### src/rtl/fpchk_pkg.sv
package fpchk_pkg;

    localparam int LVL_W = 2;
    localparam int EC_W  = 6;
    localparam int SYN_W = 25;

    localparam logic [EC_W-1:0]  EC_FP_ACCESS = 6'h07;
    localparam logic [EC_W-1:0]  EC_CTL_TRAP  = 6'h08;
    localparam logic [SYN_W-1:0] SYN_ACCESS64 = 25'h1E00000;
    localparam logic [SYN_W-1:0] SYN_HYP_VEC  = 25'h0000020;
    localparam logic [SYN_W-1:0] SYN_HYP_FP   = 25'h000000A;

    typedef enum logic [2:0] {
        FK_NONE     = 3'd0,
        FK_UNDEF    = 3'd1,
        FK_TRAP1    = 3'd2,
        FK_TRAP2    = 3'd3,
        FK_TRAP3    = 3'd4,
        FK_UNDEF_L2 = 3'd5
    } fault_e;

    typedef enum logic [1:0] {
        OP_FP       = 2'd0,
        OP_VEC      = 2'd1,
        OP_MOVE_CTL = 2'd2,
        OP_MOVE_SYS = 2'd3
    } op_e;

    typedef struct packed {
        fault_e           kind;
        logic [EC_W-1:0]  ec;
        logic [SYN_W-1:0] syn;
    } verdict_t;

    function automatic verdict_t mk_verdict(fault_e k, logic [EC_W-1:0] ec,
                                            logic [SYN_W-1:0] syn);
        verdict_t v;
        v.kind = k;
        v.ec   = ec;
        v.syn  = syn;
        return v;
    endfunction

    function automatic verdict_t no_fault();
        return mk_verdict(FK_NONE, '0, '0);
    endfunction

    function automatic verdict_t undef_fault();
        return mk_verdict(FK_UNDEF, '0, '0);
    endfunction

endpackage

### src/rtl/fpchk_trap_chain.sv
module fpchk_trap_chain
    import fpchk_pkg::*;
(
    input  logic [LVL_W-1:0] lvl,
    input  logic             has_virt,
    input  logic             has_sec,
    input  logic             el2_trap,
    input  logic             el3_trap,
    output verdict_t         v
);

    localparam logic [LVL_W-1:0] LVL_HYP = LVL_W'(2);

    always_comb begin
        v = no_fault();
        if (has_virt && (lvl <= LVL_HYP) && el2_trap) begin
            v = mk_verdict(FK_TRAP2, EC_FP_ACCESS, SYN_ACCESS64);
        end else if (has_sec && el3_trap) begin
            v = mk_verdict(FK_TRAP3, EC_FP_ACCESS, SYN_ACCESS64);
        end
    end

endmodule

### src/rtl/fpchk_path64.sv
module fpchk_path64
    import fpchk_pkg::*;
(
    input  logic [LVL_W-1:0] lvl,
    input  logic [1:0]       en_fp64,
    input  logic             has_virt,
    input  logic             has_sec,
    input  logic             el2_trap,
    input  logic             el3_trap,
    output verdict_t         v
);

    verdict_t chain_v;
    logic     lvl_block;

    fpchk_trap_chain u_chain (
        .lvl      (lvl),
        .has_virt (has_virt),
        .has_sec  (has_sec),
        .el2_trap (el2_trap),
        .el3_trap (el3_trap),
        .v        (chain_v)
    );

    always_comb begin
        lvl_block = 1'b0;
        if (lvl == LVL_W'(0))      lvl_block = (en_fp64 != 2'b11);
        else if (lvl == LVL_W'(1)) lvl_block = !en_fp64[0];
        v = lvl_block ? mk_verdict(FK_TRAP1, EC_FP_ACCESS, SYN_ACCESS64)
                      : chain_v;
    end

endmodule

### src/rtl/fpchk_path32.sv
module fpchk_path32
    import fpchk_pkg::*;
(
    input  logic [LVL_W-1:0] lvl,
    input  logic             is_vec,
    input  logic             en_check,
    input  logic             lvl2_is64,
    input  logic             lvl3_is64,
    input  logic             has_sec,
    input  logic             has_virt,
    input  logic             is_secure,
    input  logic [1:0]       acc_cp,
    input  logic             acc_vdis,
    input  logic             ns_cp,
    input  logic             ns_vdis,
    input  logic             hyp_cp_trap,
    input  logic             hyp_vec_trap,
    input  logic             el2_trap,
    input  logic             el3_trap,
    input  logic             fp_en,
    output verdict_t         v
);

    verdict_t   chain_v;
    logic       ns_view;
    logic       eff_vdis;
    logic [1:0] eff_cp;
    logic       eff_hcp;
    logic       eff_hvec;
    logic       access_bad;

    fpchk_trap_chain u_chain (
        .lvl      (lvl),
        .has_virt (has_virt),
        .has_sec  (has_sec),
        .el2_trap (el2_trap),
        .el3_trap (el3_trap),
        .v        (chain_v)
    );

    // Non-secure view of the access and trap fields
    always_comb begin
        ns_view  = has_sec && !lvl3_is64 && !is_secure;
        eff_vdis = acc_vdis | (ns_view & ns_vdis);
        eff_cp   = (ns_view && !ns_cp) ? 2'b00 : acc_cp;
        eff_hvec = hyp_vec_trap | (ns_view & ns_vdis);
        eff_hcp  = hyp_cp_trap | (ns_view & ns_cp);
        if (lvl == LVL_W'(0)) access_bad = (eff_cp != 2'b11);
        else                  access_bad = !eff_cp[0];
    end

    // Ordered checks; the first that fires wins
    always_comb begin
        v = no_fault();
        if ((lvl != LVL_W'(2)) && ((is_vec && eff_vdis) || access_bad)) begin
            v = undef_fault();
        end else if (en_check && !fp_en) begin
            v = undef_fault();
        end else if (has_virt && !is_secure && lvl2_is64) begin
            v = chain_v;
        end else if (has_virt && !is_secure && ((is_vec && eff_hvec) || eff_hcp)) begin
            v = mk_verdict((lvl == LVL_W'(2)) ? FK_UNDEF_L2 : FK_TRAP2, EC_CTL_TRAP,
                           is_vec ? SYN_HYP_VEC : SYN_HYP_FP);
        end else if (has_sec && lvl3_is64 && el3_trap) begin
            v = mk_verdict(FK_TRAP3, EC_FP_ACCESS, SYN_ACCESS64);
        end
    end

endmodule

### src/rtl/fp_access_check.sv
module fp_access_check
    import fpchk_pkg::*;
(
    input  logic             clk,
    input  logic             rst_n,
    input  logic             req_valid,
    input  logic [1:0]       req_op,
    input  logic             req_is64,
    input  logic [LVL_W-1:0] cur_lvl,
    input  logic             lvl1_is64,
    input  logic             lvl2_is64,
    input  logic             lvl3_is64,
    input  logic             has_sec,
    input  logic             has_virt,
    input  logic             is_secure,
    input  logic [1:0]       en_fp64,
    input  logic [1:0]       acc_cp,
    input  logic             acc_vdis,
    input  logic             ns_cp,
    input  logic             ns_vdis,
    input  logic             hyp_cp_trap,
    input  logic             hyp_vec_trap,
    input  logic             el2_trap,
    input  logic             el3_trap,
    input  logic             fp_en,
    output logic             done,
    output logic             fault_valid,
    output logic [2:0]       fault_kind,
    output logic [EC_W-1:0]  fault_ec,
    output logic [SYN_W-1:0] fault_syn
);

    typedef enum logic {ST_IDLE, ST_DONE} state_e;

    state_e   state_q, state_d;
    verdict_t v64, v32, verdict;
    op_e      op;
    logic     use64;

    assign op = op_e'(req_op);

    fpchk_path64 u_path64 (
        .lvl      (cur_lvl),
        .en_fp64  (en_fp64),
        .has_virt (has_virt),
        .has_sec  (has_sec),
        .el2_trap (el2_trap),
        .el3_trap (el3_trap),
        .v        (v64)
    );

    fpchk_path32 u_path32 (
        .lvl          (cur_lvl),
        .is_vec       (op == OP_VEC),
        .en_check     (op != OP_MOVE_SYS),
        .lvl2_is64    (lvl2_is64),
        .lvl3_is64    (lvl3_is64),
        .has_sec      (has_sec),
        .has_virt     (has_virt),
        .is_secure    (is_secure),
        .acc_cp       (acc_cp),
        .acc_vdis     (acc_vdis),
        .ns_cp        (ns_cp),
        .ns_vdis      (ns_vdis),
        .hyp_cp_trap  (hyp_cp_trap),
        .hyp_vec_trap (hyp_vec_trap),
        .el2_trap     (el2_trap),
        .el3_trap     (el3_trap),
        .fp_en        (fp_en),
        .v            (v32)
    );

    always_comb begin
        use64 = req_is64 || ((cur_lvl == LVL_W'(0)) && lvl1_is64);
        if ((op == OP_MOVE_SYS) && (cur_lvl == LVL_W'(0))) verdict = undef_fault();
        else if (use64)                                   verdict = v64;
        else                                              verdict = v32;
    end

    // Next-state logic
    always_comb begin
        state_d = state_q;
        unique case (state_q)
            ST_IDLE: if (req_valid)  state_d = ST_DONE;  // accept
            ST_DONE: if (!req_valid) state_d = ST_IDLE;  // retire (else chain)
            default: state_d = ST_IDLE;
        endcase
    end

    // State register
    always_ff @(posedge clk or negedge rst_n) begin
        if (!rst_n) state_q <= ST_IDLE;
        else        state_q <= state_d;
    end

    // Output register
    always_ff @(posedge clk or negedge rst_n) begin
        if (!rst_n) begin
            fault_valid <= 1'b0;
            fault_kind  <= '0;
            fault_ec    <= '0;
            fault_syn   <= '0;
        end else if (req_valid) begin
            fault_valid <= (verdict.kind != FK_NONE);
            fault_kind  <= verdict.kind;
            fault_ec    <= verdict.ec;
            fault_syn   <= verdict.syn;
        end
    end

    assign done = (state_q == ST_DONE);

    p_done_after_req_r1: assert property (@(posedge clk) disable iff (!rst_n)
        req_valid |=> done);

    p_hold_when_idle_r1: assert property (@(posedge clk) disable iff (!rst_n)
        !req_valid |=> ($stable(fault_kind) && $stable(fault_syn) && $stable(fault_ec)));

    p_clean_no_fault_r2: assert property (@(posedge clk) disable iff (!rst_n)
        (fault_kind == 3'd0) |-> (fault_ec == '0 && fault_syn == '0 && !fault_valid));

    p_trap1_fields_r3: assert property (@(posedge clk) disable iff (!rst_n)
        (fault_kind == 3'd2) |-> (fault_syn == SYN_ACCESS64 && fault_ec == EC_FP_ACCESS));

    p_user_sysmove_r9: assert property (@(posedge clk) disable iff (!rst_n)
        (req_valid && req_op == 2'd3 && cur_lvl == LVL_W'(0)) |=> (fault_kind == 3'd1));

    p_l2_undef_syn_r10: assert property (@(posedge clk) disable iff (!rst_n)
        (fault_kind == 3'd5) |-> (fault_ec == EC_CTL_TRAP &&
                                  (fault_syn == SYN_HYP_VEC || fault_syn == SYN_HYP_FP)));

endmodule

### config.mk
export PLATFORM = sky130hd
export DESIGN_NAME = fp_access_check
export DESIGN_NICKNAME = d
export VERILOG_FILES = /design/src/rtl/fpchk_pkg.sv /design/src/rtl/fpchk_trap_chain.sv /design/src/rtl/fpchk_path64.sv /design/src/rtl/fpchk_path32.sv /design/src/rtl/fp_access_check.sv
export SDC_FILE = /design/constraint.sdc
export NUM_CORES = 1
export LEC_CHECK = 0
export BUFFER_PORTS_ARGS = -buffer_cell sky130_fd_sc_hd__buf_2
export CORE_UTILIZATION = 41
export DETAILED_ROUTE_END_ITERATION = 10
export MAX_ROUTING_LAYER = met4
export PLACE_DENSITY_LB_ADDON = 0.2
export RECOVER_POWER = 25
export SETUP_SLACK_MARGIN = 0.02
export SLEW_MARGIN = 20
export SYNTH_ARGS = -nofsm -noshare
export SYNTH_HDL_FRONTEND = slang
export SYNTH_SLANG_ARGS = --single-unit
### constraint.sdc
create_clock -name clk -period 0.8 [get_ports clk]
set_input_delay 0.12 -clock clk [delete_from_list [all_inputs] [get_ports clk]]
set_output_delay 0.12 -clock clk [all_outputs]
set_load 0.005 [all_outputs]
==> metrics.md, run 1 <==
| Metric | Value |
|---|---|
| Internal | ~1.1 mW |
| Worst min-delay path category | primary input to flop |
| Placed wire-length estimate | 2230 um |
| Cell Rows | 16 |
| Total track usage | 0.248 |
| DRC Markers | 0 |
| Die area | 2450 sq um |
| CTS Buffer Depth | 2 |
| RSZ-0062 raised after global routing | yes |
| Worst-path clk slew | 0.06 ns |
| Crit path cell chain | buf_8, buf_6, a21oi_4, or3_4, o21a_1, buf_4, a211oi_2, a21oi_2 |
| Critical-path maximum fanout | 3 |
| Final setup viols | 24 |
| Post-synth EDFFs | 0 |
| Status | finished with violations |
| CP delay by family, top | compound AO/OA/AOI/OAI gates |
| Nets | 215 |
| Syn Std Cell Area | 926 sq um |
| Final Hold Viols | 0 |
| Clock power share | 0.212 |
| Main synth FF type | dfrtp_1 |
| Place WS | -0.826 ns |
| Top cells by area, synth | dfrtp_1, buf_4, nand3_1 |
| Layout cells sized above 1 | 0.574 |
| 1st-iter DRT viols | 27 |
| Die height | 49.5 um |
| Minimum clock period | 1.24 ns |
| First-pass GRT wire length | approximately 4500 um |
| CTS tree | done |
| Unique cell type count in the Yosys netlist | 40 |
| DR vias | 1,131 |
| Total wire length | ~3100 um |
| Worst Clk Skew | 0 ns |
| Buf/Inv on CP | 3 |
| Synth Register Bits | 9 |
| Num ports | 62 |
| Synthesis-to-layout area growth | 77.0% |
| Crit Path Category | primary input to flop |
| Worst path max stage delay | ~0.38 ns |
| H-tree levels | 1 |
| Seq pwr share | 0.310 |
| Final TNS setup | -4.99 ns |
| Most frequent cells in the layout | buf_4, buf_2, conb_1, buf_6, dfrtp_1 |
| Post-route ant nets | 0 |
| Net switching power | 561 uW |
| Die X-Extent | 49.5 um |
| Fin. max-slew vios | 0 |
| Max Cap Viol | 0 |
| Vias in the first global route | 1,016 |
| Clk Latency, worst-skew pair | approximately 0.26 ns |
| Mean Syn Cell Area | approximately 8.5 sq um |
| DR pass1 iterations | 4 |
| Fmax | 803 MHz |
| I/O Buffers | slightly above 40 |
| P per Cell Area | around 1000 nW/um^2 |
| Area leader, netlist | dfrtp_1 |
| WL/cell | 14.4 um |
| Setup crit start kind | primary input |
| Grt ovf | 0 |
| Static Leakage | 0.814 nW |
| Commonest non-fill, non-tap cell in the layout | buf_4 |
| Seq/Total Area, Yosys | 0.243 |
| Required @ worst endpoint | 0.95 ns |
| CP Capture Type | flop |
| Post-synth top area share | 0.243 |
| YS warnings | 0 |
| Number of buffers created by CTS | 3 |
| Vias per cell | 5.26 |
| Share of total power in combinational logic | 0.478 |
| Worst path arrival time | 1.39 ns |
| Cells after synthesis | 109 |
| Crit share post-route | 1.56 |
| Failing checks | setup timing |
| Final WS setup | -0.445 ns |
| Starting density of the core | 0.453 |
| Clk sinks | 9 |
| Largest net degree at the start of global routing | 10 |
| Clock Root Buffer | clkbuf_4 |
| Core area | 2040 sq um |
| Fraction of registers with async set/reset | 1.00 |
| Peak supply drop | 0.722 mV |
| Slowest CP cell | or3_4 |
| Antenna Cells | 0 |
| Routability cong. | 0.902 |
| Initial antenna violation count | 0 |
| Switch share | 0.332 |
-- cells by family after synthesis --
logic type	synth area share
AO/OA/AOI/OAI	0.322
buffers and inverters	0.239
AND/OR/NAND/NOR	0.192
flip-flops	0.243
other	0.00405
-- sequential cells by signal, summed over array words and instances, names as in the netlist --
register     flops
fault_kind       3
fault_ec         2
fault_syn        2
done             1
fault_valid      1
-- synthesized netlist by cell type (2+ instances only) --
master and number:
a21oi_1 4, o21a_1 3, a21o_1 2, and2_1 2, inv_1 4, a31oi_1 3
o21ai_0 3, buf_4 27, nand2_1 5, o2bb2ai_1 2, nand3_1 6, o32ai_1 3
nor2_1 5, a211oi_1 2, a221oi_1 2, dfrtp_1 9, nor2b_1 3, a2111oi_2 2
-- worst reg2reg max path, cell delays in order (launching register included) --
cell	delay [ns]
dfrtp_2	0.45
buf_4	0.15
a32o_1	0.20
-- power by group through the flow --
| stage | logic, mW | clock network [mW] | registers [mW] |
|---|---|---|---|
| after floorplan | 0.363 | 0 | 0.530 |
| after global placement | 0.569 | 0 | 0.525 |
| after detailed placement | 0.582 | 0 | 0.528 |
| after CTS | 0.698 | 0.356 | 0.518 |
| after global routing | 0.857 | 0.382 | 0.529 |
| final | 0.807 | 0.358 | 0.524 |
-- layer usage --
layer,vias to the layer above,wire length [um],global-route usage
met2,89,1690,0.446
met5,-,0,-
li1,521,-,-
met4,0,72,0.110
met3,14,237,0.0216
met1,507,1090,0.275
-- metrics by stage --
stage | util | power (mW) | hold slack, ns | instance area [sq um] | std cells
floorplan | - | 0.893 | -0.176 | 1030 | 128
global placement | 0.626 | 1.09 | -0.0201 | 1280 | 197
detailed placement | 0.626 | 1.11 | -0.0152 | 1280 | 197
CTS | 0.731 | 1.57 | 0.109 | 1490 | 209
global route | 0.803 | 1.77 | 0.153 | 1640 | 215
finish | 0.803 | 1.69 | 0.151 | 1640 | 215
-- final cells by class --
class / instances / area (sq um)
Clock buffer: 4 / 26.3
Multi-Input combinational cell: 87 / 708
Fill cell: 145 / 403
Tap cell: 27 / 33.8
Timing Repair Buffer: 84 / 629
Inverter: 4 / 15.0
Sequential cell: 9 / 226
-- worst paths after layout --
kind                              start  slack, ns  cells past startpoint             to
hold reg to reg            fault_syn[5]       0.51                      1   fault_syn[5]
setup reg to reg            fault_ec[2]      -0.12                      2    fault_ec[2]
hold / removal                req_valid       0.15                      2           done
min in group asynchronous         rst_n       0.25                      2           done
max in group asynchronous         rst_n       0.34                      2    fault_ec[2]
setup / recovery              req_op[1]      -0.44                      8  fault_kind[0]
-- timing repair --
action                     in CTS  in global routing
resized for setup              26                 20
hold endpoints to repair        9                  0
hold buffers                    1                  0
setup endpoints to repair      24                 24
pin swaps                      12                 11
buffers inserted                7                  6
Note: power is estimated with default switching activity, not from simulation.
==> run 2: changes to the inputs <==
- CELL_PAD_IN_SITES_DETAIL_PLACEMENT: default -> 1
- CELL_PAD_IN_SITES_GLOBAL_PLACEMENT: default -> 1
- CORE_UTILIZATION: 41 -> 28
==> metrics.md, run 2 (synthesis gave the netlist of run 1 again) <==
| Metric | Value |
|---|---|
| Clk Latency, worst-skew pair | 0.26 ns (about the same) |
| Worst min-delay path category | primary input to flop (unchanged) |
| Num ports | 62 (unchanged) |
| Vias in the first global route | 1,018 (was 1,016) |
| Nets | 203 (was 215) |
| CTS Buffer Depth | 2 (unchanged) |
| Post-route ant nets | 0 (unchanged) |
| Die area | 3540 sq um (was 2450 sq um) |
| Starting density of the core | 0.298 (was 0.453) |
| Place WS | -0.812 ns (was -0.826 ns) |
| Core area | 3100 sq um (was 2040 sq um) |
| P per Cell Area | 1030 nW/um^2 (about the same) |
| Cell Rows | 20 (was 16) |
| CTS tree | done (unchanged) |
| I/O Buffers | 41 (unchanged) |
| Final Hold Viols | 0 (unchanged) |
| Biggest regs | fault_kind (3), fault_ec (2), fault_syn (2) (unchanged) |
| First-pass GRT wire length | 4690 um (was 4510 um) |
| Total wire length | 3030 um (was 3100 um) |
| Worst Clk Skew | 0 ns (unchanged) |
| 1st-iter DRT viols | 28 (was 27) |
| Static Leakage | 0.742 nW (was 0.814 nW) |
| Required @ worst endpoint | 0.93 ns (was 0.95 ns) |
| DR vias | 1,033 (was 1,131) |
| Crit share post-route | 1.62 (was 1.56) |
| CP Capture Type | flop (unchanged) |
| Final setup viols | 24 (unchanged) |
| WL/cell | 13.8 um (was 14.4 um) |
| Die height | 59.5 um (was 49.5 um) |
| Routability cong. | 0.779 (was 0.902) |
| Commonest non-fill, non-tap cell in the layout | buf_2 (was buf_4) |
| Largest net degree at the start of global routing | 10 (unchanged) |
| Most frequent cells in the layout | buf_2, buf_4, conb_1, dfrtp_1 (was buf_4, buf_2, conb_1, buf_6, dfrtp_1) |
| Layout cells sized above 1 | 0.568 (was 0.574) |
| Failing checks | setup timing (unchanged) |
| Slowest CP cell | or3_1 (was or3_4) |
| Clk sinks | 9 (unchanged) |
| Peak supply drop | 0.333 mV (was 0.722 mV) |
| Grt ovf | 0 (unchanged) |
| DRC Markers | 0 (unchanged) |
| Minimum clock period | 1.29 ns (was 1.24 ns) |
| FILL cells | 400 (was 145) |
| Setup crit start kind | primary input (unchanged) |
| Util after Layout | 0.495 (was 0.803) |
| Clock Root Buffer | clkbuf_4 (unchanged) |
| Max reg flops | 3 (unchanged) |
| Max Cap Viol | 0 (unchanged) |
| Die X-Extent | 59.5 um (was 49.5 um) |
| Crit Path Category | primary input to flop (unchanged) |
| Crit path cell chain | buf_8, nor4b_4, or3_1, o21a_1, a2111oi_2, o32ai_2 (was buf_8, buf_6, a21oi_4, or3_4, o21a_1, buf_4, a211oi_2, a21oi_2) |
| Number of buffers created by CTS | 3 (unchanged) |
| Top reg by flops | fault_kind (unchanged) |
| Fin. max-slew vios | 0 (unchanged) |
| Total track usage | 0.180 (was 0.248) |
| RSZ-0062 raised after global routing | yes (unchanged) |
| DR pass1 iterations | 4 (unchanged) |
| Critical-path maximum fanout | 4 (was 3) |
| Worst path arrival time | 1.42 ns (was 1.39 ns) |
| Placed wire-length estimate | 2460 um (was 2230 um) |
| H-tree levels | 1 (unchanged) |
| Buf/Inv on CP | 1 (was 3) |
| Worst path max stage delay | 0.40 ns (was 0.38 ns) |
| Synthesis-to-layout area growth | 65.9% (was 77.0%) |
| Antenna Cells | 0 (unchanged) |
| Vias per cell | 4.70 (was 5.26) |
| Status | finished with violations (unchanged) |
| Initial antenna violation count | 0 (unchanged) |
| Worst-path clk slew | 0.06 ns (about the same) |
| Power Total | 1.58 mW (was 1.69 mW) |
| Final WS setup | -0.493 ns (was -0.445 ns) |
| Fmax | 773 MHz (was 803 MHz) |
| CP delay by family, top | compound AO/OA/AOI/OAI gates (unchanged) |
run 2: cell count changes in the layout (fill, tap and decap cells not counted), sizes merged:
cell	delta
buf	-12
run 2: metrics by stage:
stage | TNS [ns] | std cells | instance area (sq um) | hold slack, ns
finish | -4.73 | 220 | 1540 | 0.0730
global route | -5.89 | 220 | 1540 | 0.0751
CTS | -4.80 | 218 | 1410 | 0.0673
detailed placement | -5.88 | 210 | 1270 | -0.0200
global placement | -5.38 | 210 | 1270 | -0.0250
floorplan | -3.22 | 128 | 1030 | -0.176
run 2: layout make-up:
cell class,count,area [sq um],share of cell area
clock buffers,4,26.3,0.0171
inverters,4,15.0,0.00977
multi-input cells,87,723,0.471
flip-flops and latches,9,225,0.147
well taps,44,55.1,0.0358
repair buffers,72,492,0.320
run 2: path summary, 6_finish.rpt:
path,startpoint,end,slack [ns],cells after the start
worst max register to register,fault_valid,fault_valid,-0.07,2
min in group asynchronous,rst_n,fault_ec[2],0.33,2
max in group asynchronous,rst_n,fault_kind[1],0.15,2
worst max-delay path,has_sec,fault_valid,-0.49,6
worst min-delay path,req_valid,done,0.07,1
worst min register to register,fault_kind[0],fault_kind[0],0.52,2
run 2: where the power goes:
group          internal [mW]  switching (mW)  leakage, nW
Combinational          0.363           0.353        0.612
Sequential             0.492          0.0285        0.115
Clock                  0.192           0.154       0.0150
run 2: timing repair:
| item | 4_1_cts | 5_1_grt |
|---|---|---|
| setup endpoints to repair | 24 | 24 |
| buffers inserted | 3 | 2 |
| endpoints found under the hold margin | 9 | 0 |
| pin swaps | 10 | 5 |
| cloned | 0 | 0 |
| hold buffers | 1 | 0 |
| resized for setup | 19 | 20 |
run 2: per-layer routing:
metal / vias up / routed length (um) / GRT usage
met5: - / 0 / -
met4: 0 / 8 / 0.0299
met3: 2 / 142 / 0.0218
met2: 39 / 1650 / 0.331
met1: 491 / 1230 / 0.212
li1: 501 / - / -
==> run 3: changes to the inputs <==
- SKIP_LAST_GASP: default -> 1
==> metrics.md, run 3 (synthesis gave the netlist of run 1 again) <==
| Metric | Value |
|---|---|
| H-tree levels | 1 (unchanged) |
| Largest net degree at the start of global routing | 10 (unchanged) |
| Required @ worst endpoint | 0.94 ns (was 0.93 ns) |
| Failing checks | setup timing (unchanged) |
| Nets | 205 (was 203) |
| R2R Path Start | fault_valid (unchanged) |
| Grt ovf | 0 (unchanged) |
| RSZ-0062 raised after global routing | yes (unchanged) |
| Antenna Cells | 0 (unchanged) |
| Vias in the first global route | 1,018 (unchanged) |
| Hold Path Origin | req_valid (unchanged) |
| Fmax | 791 MHz (was 773 MHz) |
| CP Capture Type | flop (unchanged) |
| Crit path cell chain | buf_2, buf_4, nor4b_4, buf_4, or3_4, o21a_1, a2111oi_4, o32ai_2 (was buf_8, nor4b_4, or3_1, o21a_1, a2111oi_2, o32ai_2) |
| Minimum clock period | 1.26 ns (was 1.29 ns) |
| Worst Clk Skew | 0 ns (unchanged) |
| Fin. max-slew vios | 0 (unchanged) |
| Static Leakage | 0.733 nW (was 0.742 nW) |
| WL/cell | 14.4 um (was 13.8 um) |
| Crit Reg-Reg Endpoint | fault_valid (unchanged) |
| P per Cell Area | 1050 nW/um^2 (was 1030 nW/um^2) |
| Max reg flops | 3 (unchanged) |
| CP dominant cell by count | buf_4 |
| DRC Markers | 0 (unchanged) |
| Setup crit start kind | primary input (unchanged) |
| Worst-path clk slew | 0.06 ns (about the same) |
| Routability cong. | 0.779 (unchanged) |
| Cell Rows | 20 (unchanged) |
| Worst setup endpoint | fault_valid (unchanged) |
| Biggest regs | fault_kind (3), fault_ec (2), fault_syn (2) (unchanged) |
| Crit share post-route | 1.58 (was 1.62) |
| 1st-iter DRT viols | 16 (was 28) |
| Reg2Reg Setup Slack | -0.05 ns (was -0.07 ns) |
| Clk Latency, worst-skew pair | 0.26 ns (about the same) |
| Vias per cell | 4.74 (was 4.70) |
| Die area | 3540 sq um (unchanged) |
| Worst path max stage delay | 0.33 ns (was 0.40 ns) |
| Crit Path Category | primary input to flop (unchanged) |
| Post-route ant nets | 0 (unchanged) |
| R2R depth | 2 (unchanged) |
| Starting density of the core | 0.298 (unchanged) |
| CTS Buffer Depth | 2 (unchanged) |
| Power Total | 1.58 mW (about the same) |
| Final WS setup | -0.464 ns (was -0.493 ns) |
| Top reg by flops | fault_kind (unchanged) |
| Core area | 3100 sq um (unchanged) |
| Die height | 59.5 um (unchanged) |
| Slowest CP cell | or3_4 (was or3_1) |
| Die X-Extent | 59.5 um (unchanged) |
| Final Hold Viols | 0 (unchanged) |
| Final setup viols | 24 (unchanged) |
| Peak supply drop | 0.340 mV (was 0.333 mV) |
| Total track usage | 0.180 (unchanged) |
| Number of buffers created by CTS | 3 (unchanged) |
| Clock Root Buffer | clkbuf_4 (unchanged) |
| FILL cells | 415 (was 400) |
| Critical-path maximum fanout | 3 (was 4) |
| Status | finished with violations (unchanged) |
| DR vias | 1,052 (was 1,033) |
| Critical Path Source | ns_cp (was has_sec) |
| Placed wire-length estimate | 2460 um (unchanged) |
| Total wire length | 3210 um (was 3030 um) |
| Final std cells w/o fill | 222 (was 220) |
| Initial antenna violation count | 0 (unchanged) |
| Clk sinks | 9 (unchanged) |
| DR pass1 iterations | 5 (was 4) |
| Max Cap Viol | 0 (unchanged) |
| Synthesis-to-layout area growth | 62.2% (was 65.9%) |
| Most frequent cells in the layout | buf_2, buf_4, conb_1, dfrtp_1, nand3_1 (was buf_2, buf_4, conb_1, dfrtp_1) |
| Worst path arrival time | 1.40 ns (was 1.42 ns) |
| Layout cells sized above 1 | 0.534 (was 0.568) |
| Worst min-delay path category | primary input to flop (unchanged) |
| Commonest non-fill, non-tap cell in the layout | buf_2 (unchanged) |
| I/O Buffers | 41 (unchanged) |
| Placed cells | 210 (unchanged) |
| Num ports | 62 (unchanged) |
| CTS tree | done (unchanged) |
| First-pass GRT wire length | 4690 um (unchanged) |
run 3: how the worst min path moves through the flow:
| stage | slack (ns) | to | cells past startpoint |
|---|---|---|---|
| after floorplan | -0.18 | done | 0 |
| after global placement | -0.02 | fault_ec[3] | 1 |
| after detailed placement | -0.02 | fault_ec[3] | 1 |
| after CTS | 0.07 | done | 1 |
| after global routing | 0.15 | done | 1 |
| final | 0.15 | done | 1 |
run 3: final cells by class:
| class | count | area, sq um | share of cell area |
|---|---|---|---|
| clock buffers | 4 | 26.3 | 0.0175 |
| inverters | 4 | 15.0 | 0.0100 |
| multi-input cells | 87 | 697 | 0.464 |
| flip-flops and latches | 9 | 225 | 0.150 |
| well taps | 44 | 55.1 | 0.0367 |
| repair buffers | 74 | 483 | 0.322 |
run 3: layer usage:
layer / vias up / track usage / wire, um
met4: 0 / 0.0299 / 21
li1: 505 / - / -
met3: 4 / 0.0218 / 129
met1: 502 / 0.212 / 1290
met2: 41 / 0.331 / 1760
met5: - / - / 0
run 3: what timing repair did:
| item | in CTS | in global routing |
|---|---|---|
| pin swaps | 10 | 6 |
| endpoints found under the setup margin | 24 | 24 |
| hold buffers | 1 | 0 |
| buffers inserted | 3 | 4 |
| resized for setup | 18 | 10 |
| hold endpoints to repair | 9 | 0 |
run 3: critical path: cells and delay by family:
kind | cells | cell delay (ns)
AO/OA/AOI/OAI | 3 | 0.56
buffers and inverters | 3 | 0.35
AND/OR/NAND/NOR | 2 | 0.37
run 3: metrics by stage:
stage,utilization,area [sq um],worst slack (ns),TNS [ns],hold WS (ns)
2_1_floorplan,-,1030,-0.501,-3.22,-0.176
3_3_place_gp,0.409,1270,-0.750,-5.38,-0.0250
3_5_place_dp,0.409,1270,-0.812,-5.88,-0.0200
4_1_cts,0.452,1400,-0.413,-4.80,0.0673
5_1_grt,0.484,1500,-0.557,-6.53,0.154
6_report,0.484,1500,-0.464,-5.27,0.149
run 3: report_power, final:
group	total, mW	switching (mW)	leakage (nW)	internal [mW]
Combinational	0.703	0.351	0.603	0.352
Clock	0.352	0.160	0.0150	0.192
Sequential	0.520	0.0290	0.115	0.491
Total	1.58	0.540	0.733	1.04
